[src/rtl/ibus_pkg.sv]
package ibus_pkg;

  typedef enum logic [2:0] {
    OP_RESET_ALL = 3'd0,
    OP_WRITE     = 3'd1,
    OP_READ_REG  = 3'd2,
    OP_READ_MEM  = 3'd3,
    OP_READ_STAT = 3'd4,
    OP_SELECT    = 3'd5,
    OP_CLR_SRQ   = 3'd6,
    OP_START     = 3'd7
  } ibus_op_e;

  localparam logic [3:0] CODE_RESET  = 4'd0;
  localparam logic [3:0] CODE_WRITE  = 4'd1;
  localparam logic [3:0] CODE_RDREG  = 4'd2;
  localparam logic [3:0] CODE_RDMEM  = 4'd3;
  localparam logic [3:0] CODE_RDSTAT = 4'd4;
  localparam logic [3:0] CODE_LATCH  = 4'd5;
  localparam logic [3:0] CODE_CLRSRQ = 4'd6;
  localparam logic [3:0] CODE_START  = 4'd7;
  localparam logic [3:0] CODE_ENABLE = 4'd15;

  // number of command steps an operation expands into
  function automatic logic [1:0] op_steps(input ibus_op_e op);
    case (op)
      OP_RESET_ALL, OP_SELECT:               op_steps = 2'd1;
      OP_READ_STAT, OP_CLR_SRQ, OP_START:    op_steps = 2'd2;
      default:                               op_steps = 2'd3;
    endcase
  endfunction

  // command code of step idx of an operation
  function automatic logic [3:0] op_code(input ibus_op_e op, input logic [1:0] idx);
    op_code = CODE_ENABLE;
    if (op == OP_RESET_ALL) begin
      op_code = CODE_RESET;
    end else if (idx == 2'd1) begin
      case (op)
        OP_READ_STAT: op_code = CODE_RDSTAT;
        OP_CLR_SRQ:   op_code = CODE_CLRSRQ;
        OP_START:     op_code = CODE_START;
        default:      op_code = CODE_LATCH;
      endcase
    end else if (idx == 2'd2) begin
      case (op)
        OP_READ_REG: op_code = CODE_RDREG;
        OP_READ_MEM: op_code = CODE_RDMEM;
        default:     op_code = CODE_WRITE;
      endcase
    end
  endfunction

  function automatic logic code_is_read(input logic [3:0] code);
    code_is_read = (code == CODE_RDREG) || (code == CODE_RDMEM) || (code == CODE_RDSTAT);
  endfunction

  // byte placed on the data bus during a step
  function automatic logic [7:0] code_byte(input logic [3:0] code, input logic [3:0] dev,
                                           input logic [7:0] addr, input logic [7:0] data);
    case (code)
      CODE_ENABLE: code_byte = {4'h0, dev};
      CODE_LATCH:  code_byte = addr;
      CODE_WRITE:  code_byte = data;
      default:     code_byte = 8'h00;
    endcase
  endfunction

endpackage

[src/rtl/ibus_step_timer.sv]
module ibus_step_timer #(
  parameter int SETUP_CYC = 2,
  parameter int PULSE_CYC = 2
) (
  input  logic clk,
  input  logic rst_n,
  input  logic active,
  output logic strobe,
  output logic last_setup,
  output logic step_end
);
  localparam int MAXC = (SETUP_CYC > PULSE_CYC) ? SETUP_CYC : PULSE_CYC;
  localparam int CW   = $clog2(MAXC + 1);
  localparam logic [CW-1:0] SETUP_LAST = CW'(SETUP_CYC - 1);
  localparam logic [CW-1:0] PULSE_LAST = CW'(PULSE_CYC - 1);

  logic          phase_q;
  logic [CW-1:0] cnt_q;

  assign strobe     = active && phase_q;
  assign last_setup = active && !phase_q && (cnt_q == SETUP_LAST);
  assign step_end   = active && phase_q && (cnt_q == PULSE_LAST);

  always_ff @(posedge clk or negedge rst_n) begin
    if (!rst_n) begin
      phase_q <= 1'b0;
      cnt_q   <= '0;
    end else if (!active) begin
      phase_q <= 1'b0;
      cnt_q   <= '0;
    end else if (last_setup) begin
      phase_q <= 1'b1;
      cnt_q   <= '0;
    end else if (step_end) begin
      phase_q <= 1'b0;
      cnt_q   <= '0;
    end else begin
      cnt_q <= cnt_q + 1'b1;
    end
  end


  no_idle_strobe_chk: assert property (@(posedge clk) disable iff (!rst_n)
    !active |-> !strobe);

  strobe_after_setup_chk: assert property (@(posedge clk) disable iff (!rst_n)
    $rose(strobe) |-> $past(last_setup));
endmodule

[src/rtl/ibus_seq.sv]
module ibus_seq
  import ibus_pkg::*;
(
  input  logic       clk,
  input  logic       rst_n,
  input  logic       req_valid,
  input  logic [2:0] req_op,
  input  logic [3:0] req_dev,
  input  logic [7:0] req_addr,
  input  logic [7:0] req_data,
  input  logic       req_hi,
  input  logic       step_end,
  input  logic [7:0] bus_din,
  output logic       busy,
  output ibus_op_e   op_q,
  output logic [1:0] idx_q,
  output logic [3:0] dev_q,
  output logic [7:0] addr_q,
  output logic [7:0] data_q,
  output logic       hi_q,
  output logic       done,
  output logic       rd_valid,
  output logic [7:0] rd_data
);
  logic       accept;
  logic       last_step;
  logic       finish;
  logic       read_now;

  assign accept    = req_valid && !busy;
  assign last_step = (idx_q == op_steps(op_q) - 2'd1);
  assign finish    = step_end && last_step;
  assign read_now  = finish && code_is_read(op_code(op_q, idx_q));

  always_ff @(posedge clk or negedge rst_n) begin
    if (!rst_n) begin
      busy     <= 1'b0;
      op_q     <= OP_RESET_ALL;
      idx_q    <= 2'd0;
      dev_q    <= 4'h0;
      addr_q   <= 8'h00;
      data_q   <= 8'h00;
      hi_q     <= 1'b0;
      done     <= 1'b0;
      rd_valid <= 1'b0;
      rd_data  <= 8'h00;
    end else begin
      done     <= finish;
      rd_valid <= read_now;
      if (read_now) rd_data <= bus_din;
      if (accept) begin
        busy   <= 1'b1;
        op_q   <= ibus_op_e'(req_op);
        idx_q  <= 2'd0;
        dev_q  <= req_dev;
        addr_q <= req_addr;
        data_q <= req_data;
        hi_q   <= req_hi;
      end else if (finish) begin
        busy  <= 1'b0;
        idx_q <= 2'd0;
      end else if (step_end) begin
        idx_q <= idx_q + 2'd1;
      end
    end
  end


  req_ignore_chk: assert property (@(posedge clk) disable iff (!rst_n)
    (busy && req_valid) |=> (op_q == $past(op_q)) && (dev_q == $past(dev_q)));

  done_pulse_chk: assert property (@(posedge clk) disable iff (!rst_n)
    done |-> !busy && !$past(done));

  idx_range_chk: assert property (@(posedge clk) disable iff (!rst_n)
    busy |-> idx_q < op_steps(op_q));
endmodule

[src/rtl/ibus_srq_gate.sv]
module ibus_srq_gate #(
  parameter int SYNC_STAGES = 2
) (
  input  logic clk,
  input  logic rst_n,
  input  logic srq_n,
  input  logic irq_en,
  output logic irq
);
  logic [SYNC_STAGES-1:0] sync_q;

  generate
    if (SYNC_STAGES == 1) begin : g_one
      always_ff @(posedge clk or negedge rst_n) begin
        if (!rst_n) sync_q <= '0;
        else        sync_q <= ~srq_n;
      end
    end else begin : g_chain
      always_ff @(posedge clk or negedge rst_n) begin
        if (!rst_n) sync_q <= '0;
        else        sync_q <= {sync_q[SYNC_STAGES-2:0], ~srq_n};
      end
    end
  endgenerate

  assign irq = irq_en && sync_q[SYNC_STAGES-1];


  irq_source_chk: assert property (@(posedge clk) disable iff (!rst_n)
    ($rose(irq) && $stable(irq_en)) |-> $past(!srq_n));
endmodule

[src/rtl/ibus_master.sv]
module ibus_master
  import ibus_pkg::*;
#(
  parameter int SETUP_CYC   = 2,
  parameter int PULSE_CYC   = 2,
  parameter int SYNC_STAGES = 2
) (
  input  logic       clk,
  input  logic       rst_n,
  input  logic       req_valid,
  input  logic [2:0] req_op,
  input  logic [3:0] req_dev,
  input  logic [7:0] req_addr,
  input  logic [7:0] req_data,
  input  logic       req_hi,
  input  logic       irq_en,
  input  logic       srq_n,
  input  logic [7:0] bus_din,
  output logic [3:0] cmd_code,
  output logic       cmd_rdy,
  output logic       cmd_hl,
  output logic [7:0] bus_dout,
  output logic       bus_oe,
  output logic       xcvr_en,
  output logic       busy,
  output logic       done,
  output logic       rd_valid,
  output logic [7:0] rd_data,
  output logic       irq
);
  ibus_op_e   op_q;
  logic [1:0] idx_q;
  logic [3:0] dev_q;
  logic [7:0] addr_q;
  logic [7:0] data_q;
  logic       hi_q;
  logic       strobe;
  logic       last_setup;
  logic       step_end;
  logic [3:0] step_code;
  logic       step_reads;

  ibus_step_timer #(.SETUP_CYC(SETUP_CYC), .PULSE_CYC(PULSE_CYC)) u_timer (
    .clk(clk), .rst_n(rst_n), .active(busy),
    .strobe(strobe), .last_setup(last_setup), .step_end(step_end)
  );

  ibus_seq u_seq (
    .clk(clk), .rst_n(rst_n), .req_valid(req_valid), .req_op(req_op),
    .req_dev(req_dev), .req_addr(req_addr), .req_data(req_data), .req_hi(req_hi),
    .step_end(step_end), .bus_din(bus_din), .busy(busy), .op_q(op_q), .idx_q(idx_q),
    .dev_q(dev_q), .addr_q(addr_q), .data_q(data_q), .hi_q(hi_q), .done(done),
    .rd_valid(rd_valid), .rd_data(rd_data)
  );

  ibus_srq_gate #(.SYNC_STAGES(SYNC_STAGES)) u_srq (
    .clk(clk), .rst_n(rst_n), .srq_n(srq_n), .irq_en(irq_en), .irq(irq)
  );

  assign step_code  = op_code(op_q, idx_q);
  assign step_reads = code_is_read(step_code);
  assign cmd_code   = busy ? step_code : CODE_RESET;
  assign cmd_rdy    = strobe;
  assign cmd_hl     = busy && hi_q;
  assign bus_oe     = busy && !(step_reads && (strobe || last_setup));
  assign bus_dout   = bus_oe ? code_byte(step_code, dev_q, addr_q, data_q) : 8'h00;
  assign xcvr_en    = busy;


  code_held_chk: assert property (@(posedge clk) disable iff (!rst_n)
    (cmd_rdy && $past(cmd_rdy)) |-> (cmd_code == $past(cmd_code)));

  code_setup_chk: assert property (@(posedge clk) disable iff (!rst_n)
    $rose(cmd_rdy) |-> $stable(cmd_code));

  no_contention_chk: assert property (@(posedge clk) disable iff (!rst_n)
    (cmd_rdy && code_is_read(cmd_code)) |-> !bus_oe);

  idle_quiet_chk: assert property (@(posedge clk) disable iff (!rst_n)
    !busy |-> (!bus_oe && !cmd_rdy && !cmd_hl && cmd_code == CODE_RESET));

  read_capture_chk: assert property (@(posedge clk) disable iff (!rst_n)
    rd_valid |-> $past(cmd_rdy) && (rd_data == $past(bus_din)));
endmodule

[config.mk]
export PLATFORM = sky130hd
export DESIGN_NAME = ibus_master
export DESIGN_NICKNAME = d
export VERILOG_FILES = /design/src/rtl/ibus_pkg.sv /design/src/rtl/ibus_step_timer.sv /design/src/rtl/ibus_seq.sv /design/src/rtl/ibus_srq_gate.sv /design/src/rtl/ibus_master.sv
export SDC_FILE = /design/constraint.sdc
export NUM_CORES = 1
export LEC_CHECK = 0
export BUFFER_PORTS_ARGS = -buffer_cell sky130_fd_sc_hd__buf_4
export CORE_ASPECT_RATIO = 0.5
export CORE_MARGIN = 2
export CORE_UTILIZATION = 54
export DETAILED_ROUTE_END_ITERATION = 10
export PLACE_DENSITY = 0.84
export SLEW_MARGIN = 20
export SYNTH_ARGS = -nofsm -noshare
export SYNTH_HDL_FRONTEND = slang
export SYNTH_SLANG_ARGS = --single-unit
[constraint.sdc]
create_clock -name clk -period 4.3 [get_ports clk]
set_input_delay 1.075 -clock clk [delete_from_list [all_inputs] [get_ports clk]]
set_output_delay 1.075 -clock clk [all_outputs]
set_load 0.005 [all_outputs]
Word-level counts from Yosys, hierarchy flattened
Cells that the tools add are included.
- bits in registers: 42
- input port bits: 37
- output and inout port bits: 28
- add/subtract/negate cells: 3
- equal/unequal tests: 17
- mux-type cells: 20
- bitwise operators: 1
- reductions and logical operators: 22
- operators by type and width (kind ; count):
    one-hot mux 8 bit (3 select lines) ; 1
    2-to-1 mux 4 bit ; 4
    == test 3 bit (second input constant) ; 4
    2-to-1 mux 2 bit ; 6
    logical AND 1 bit ; 11
    == test 4 x 2 -> 1 bit (second input constant) ; 2
    == test 4 x 3 -> 1 bit (second input constant) ; 2
    2-to-1 mux 8 bit ; 1
    one-hot mux 2 bit (2 select lines) ; 2
    == test 3 x 2 -> 1 bit (second input constant) ; 2
    one-hot mux 2 bit (3 select lines) ; 1
    2-to-1 mux 1 bit ; 5
    adder 2 x 1 -> 2 bit (second input constant) ; 2
    == test 2 x 1 -> 1 bit (second input constant) ; 2
    == test 4 x 1 -> 1 bit (second input constant) ; 1
    == test 4 bit (second input constant) ; 1
    logical NOT 1 bit ; 3
    logical NOT 3 bit ; 1
    logical OR 1 bit ; 3
    inequality test 3 x 2 -> 1 bit (second input constant) ; 1
    nonzero test 3 bit ; 1
    OR reduction 3 bit ; 1
    == test 2 bit ; 1
    == test 2 bit (second input constant) ; 1
    other kinds (4) ; 4

Longest topological paths before layout
- word-level depth: 12
- depth in mapped cells: 9
- gate-level depth less buffers: 8

By module
A second synthesis with hierarchy kept.
- cell total of the unflattened synthesis: 175
- area, all modules: 2129.5 sq um
- modules (own cells, without submodules) (module ; instances ; cells each ; area an instance (sq um)):
    ibus_seq ; 1 ; 99 ; 1487.7
    ibus_master ; 1 ; 61 ; 452.9
    ibus_step_timer ; 1 ; 11 ; 128.9
    ibus_srq_gate ; 1 ; 4 ; 60.1

Least setup slack after synthesis
OpenSTA, ideal clock, no wires.
- kind: flip-flop to output port
- start: register u_seq.idx_q[1]
- end: output bus_dout[0]
- arrival time: 1.700 ns
- required time: 3.225 ns
- setup slack: 1.525 ns
- cell stages (with the launch flop): 9
- cells stage by stage: dfrtp_1 > inv_1 > ha_1 > buf_2 > nand3b_1 > o221ai_1 > and2_1 > a22o_1 > o21a_1
- cells in the longest elaborated chain, start to end: 11
- elaborated cells on any way between the ends: 18
- those cells by class: eq/ne (8); mux (5); reduce/logical (5)
- RTL lines (item ; line ; text):
    from (decl) ; ibus_seq.sv:16 ; output logic [1:0] idx_q,
    from (signal assigned) ; ibus_seq.sv:63 ; idx_q <= idx_q + 2'd1;
    == test 2 bit ; ibus_pkg.sv:45 ; end else if (idx == 2'd2) begin
    2-to-1 mux 4 bit ; ibus_pkg.sv:45 ;
    2-to-1 mux 4 bit * ; ibus_pkg.sv:38 ; end else if (idx == 2'd1) begin
    2-to-1 mux 4 bit * ; ibus_pkg.sv:36 ; if (op == OP_RESET_ALL) begin
    == test 4 x 2 -> 1 bit ; ibus_pkg.sv:55 ; code_is_read = (code == CODE_RDREG) || (code == CODE_RDMEM) || (code == CODE_RDSTAT);
    logical OR 1 bit (2 in series) ; ibus_pkg.sv:55 ;
    logical AND 1 bit ; ibus_master.sv:65 ; assign bus_oe = busy && !(step_reads && (strobe || last_setup));
    logical NOT 1 bit ; ibus_master.sv:65 ;
    logical AND 1 bit ; ibus_master.sv:65 ;
    2-to-1 mux 8 bit * ; ibus_master.sv:66 ; assign bus_dout = bus_oe ? code_byte(step_code, dev_q, addr_q, data_q) : 8'h00;
    to (decl) ; ibus_master.sv:22 ; output logic [7:0] bus_dout,
Every way passes the cells marked *; elsewhere a longest branch is shown, timed or not.

Worst setup path in the final report
- start: register u_seq.idx_q[1]
- end: output bus_dout[6]
The elaborated chain is that of the path after synthesis.

==> summary.txt <==
CTS sink cnt: 42
CTS root buffer: clkbuf_8
YS warnings: 0
TritonCTS Buffers: 5
drt drc: 0
worst hold path type: reg2reg
ANT nets after route: 0
unrepaired setup endpoints after global routing: false
die area: 4390 sq um
post-CTS setup buffer count: 0
crit end category: output port
fraction of layout cells with a size suffix above 1: 46.8%
Final Cycle Share: 83.5%
worst-skew pair later-pin latency: 300 ps
Setup Crit Path Kind: reg2out
area delta synth->final: 29.7%
post-DP HPWL: 3420 um
Psw: 0.741 mW
Netlist Area Pre-Place: 2080 sq um
drt pass-1 iters: 4
vias per std cell: 5.49
vias in the first global route: 1,596
area leader, netlist: dfrtp_1
largest net degree at the start of global routing: 43
gr usage total: 22.8%
global route overflow: 0
antenna violations before repair: 0
Post-synth EDFFs: 0
GPL Wtd Cong: 0.861
PwrDens: 752 nW/um^2
Ant. Diodes: 0
final hold vios: 0
Synth Register Bits: 42
Avg Cell Area, Syn: 12.1 sq um
Max Cap Viol: 0
design internal power: 1.29 mW
sequential share of the synthesized area: 50.6%
Leak: 1.29 nW
clk buf depth: 2
clock skew: 8.44 ps
synthesized netlist cell count: 172
1st-iter DRT viols: 76
first-pass GRT wire length: 7460 um
Worst Tran Pin Value: 648 ps
core box area: 3570 sq um
Synth top area share: 50.6%
Final Core Density: 75.6%
worst path arrival time: 2520 ps
Max Fclk: 0.278 GHz
IO buf count: 64
starting density of the core: 58.3%
Final Max Slew Viols: 0
nets: 277
Clk pwr share: 15.3%
Worst setup SP type: flip-flop
Die H: 47.9 um
setup violation total in the final timing report: 0
Unique masters post-synth: 37
routed vias: 1,581
Syn Nets: 213
Cell Area, Placed: 2590 sq um
worst vdd ir: 0.000356 V
CTS tree: built
commonest cells after routing, fill and taps aside: buf_4 (65), dfrtp_1 (42), mux2_2 (31)
Resized Gates After CTS: 0
Max FO, Critical Path: 13
Max H-tree Level: 2
outcome: finished, final reports clean
CTS clk-pin slew, worst paths: 80 ps
Comb power frac: 49.3%
Post-synth ARST share: 100%
sum of negative setup slack: 0 ps
# fillers: 260
fin area: 2700 sq um
Top Ports: 65
slew margin rel.: 56.4%
Core Rows: 15
Sequential Power Share: 35.4%
Routed WL per cell: 16.0 um
total power: 2.03 mW
Main synth FF type: dfrtp_1
Tmin final: 3590 ps
CP required: 3220 ps
largest cells by area after synthesis: dfrtp_1 (51%), mux2_2 (17%), a22o_1 (3.4%), and3_1 (3.3%), ha_1 (2.4%)
Post-CTS Hold Buffers: 0
final wirelength: 4620 um
switch share: 36.6%
chip width: 91.7 um
commonest non-fill, non-tap cell in the layout: buf_4
[metal layers]
metal	GRT usage [%]	part of all wire, %	vias to the layer above
li1	-	-	735
met3	8.19	8.1	6
met5	0	0	-
met4	6.87	1.0	0
met2	40.9	48	66
met1	27.3	42	774
[power groups by stage]
stage                     clock network, mW  logic, mW  registers, mW
final                                 0.311      0.999          0.717
after floorplan                           0      0.689          0.659
after CTS                             0.313      0.998          0.718
after global routing                  0.329       1.09          0.746
after global placement                    0      0.953          0.708
after detailed placement                  0      0.987          0.724
[area by class of cell]
class | count | area (sq um) | share of cell area (%)
multi-input combinational | 114 | 953 | 35.4
clock buffer | 6 | 72.6 | 2.69
inverter | 8 | 30.0 | 1.11
sequential | 42 | 1050 | 39.0
tap | 51 | 63.8 | 2.37
clock inverter | 2 | 37.5 | 1.39
timing repair buffer | 65 | 488 | 18.1
[worst max-delay path, cell delays in order, from the launching register on]
cell and delay [ps]:
dfrtp_1 440, inv_1 80, ha_1 410, nor2_1 140
o21ai_2 300, nand2_1 90, o311a_1 440, and3_1 200
buf_4 130
[final timing paths]
| path | endpoint | cells past startpoint | start | slack (ps) |
|---|---|---|---|---|
| setup / recovery | bus_dout[6] | 8 | u_seq.idx_q[1] | 710 |
| hold / removal | u_srq.sync_q[1] | 0 | u_srq.sync_q[0] | 350 |
| setup reg to reg | u_seq.rd_data[6] | 7 | u_seq.op_q[0] | 1990 |
| hold reg to reg | u_srq.sync_q[1] | 0 | u_srq.sync_q[0] | 350 |
| max in group asynchronous | u_timer.cnt_q[1] | 1 | rst_n | 3190 |
| min in group asynchronous | u_seq.rd_data[1] | 1 | rst_n | 750 |
[sequential cells by signal, indices dropped and copies added (netlist names)]
register and count:
u_seq.addr_q 8, u_seq.busy 1, u_seq.data_q 8, u_seq.dev_q 4
u_seq.done 1, u_seq.hi_q 1, u_seq.idx_q 2, u_seq.op_q 3
u_seq.rd_data 8, u_seq.rd_valid 1, u_srq.sync_q 2, u_timer.cnt_q 2
u_timer.phase_q 1
[logic make-up (layout without fill, tap and decap cells)]
| family | count (synthesis) | after routing | synth area share (%) |
|---|---|---|---|
| compound gates | 33 | 33 | 13.3 |
| xor+xnor | 4 | 4 | 1.69 |
| fa+ha+maj | 4 | 4 | 2.41 |
| buf+inv | 16 | 81 | 3.67 |
| flops | 42 | 42 | 50.6 |
| mux | 31 | 31 | 16.8 |
| simple gates | 42 | 42 | 11.6 |
[cell usage after synthesis (4+ instances only)]
cell and number:
a21oi_1 6, a22o_1 8, and2_1 7, and3_1 11, buf_2 4, dfrtp_1 42
ha_1 4, inv_1 8, mux2_2 31, nand2_1 4, nand2b_1 4, nor2_1 8
o21a_1 4
[per-stage QoR]
step | setup WS, ps | hold slack, ps | std cells
detailed placement | 1090 | 337 | 280
global route | 508 | 366 | 288
CTS | 733 | 356 | 288
finish | 709 | 353 | 288
global placement | 1140 | 332 | 280
floorplan | 1530 | 331 | 172
(Power assumes the default switching activity.)
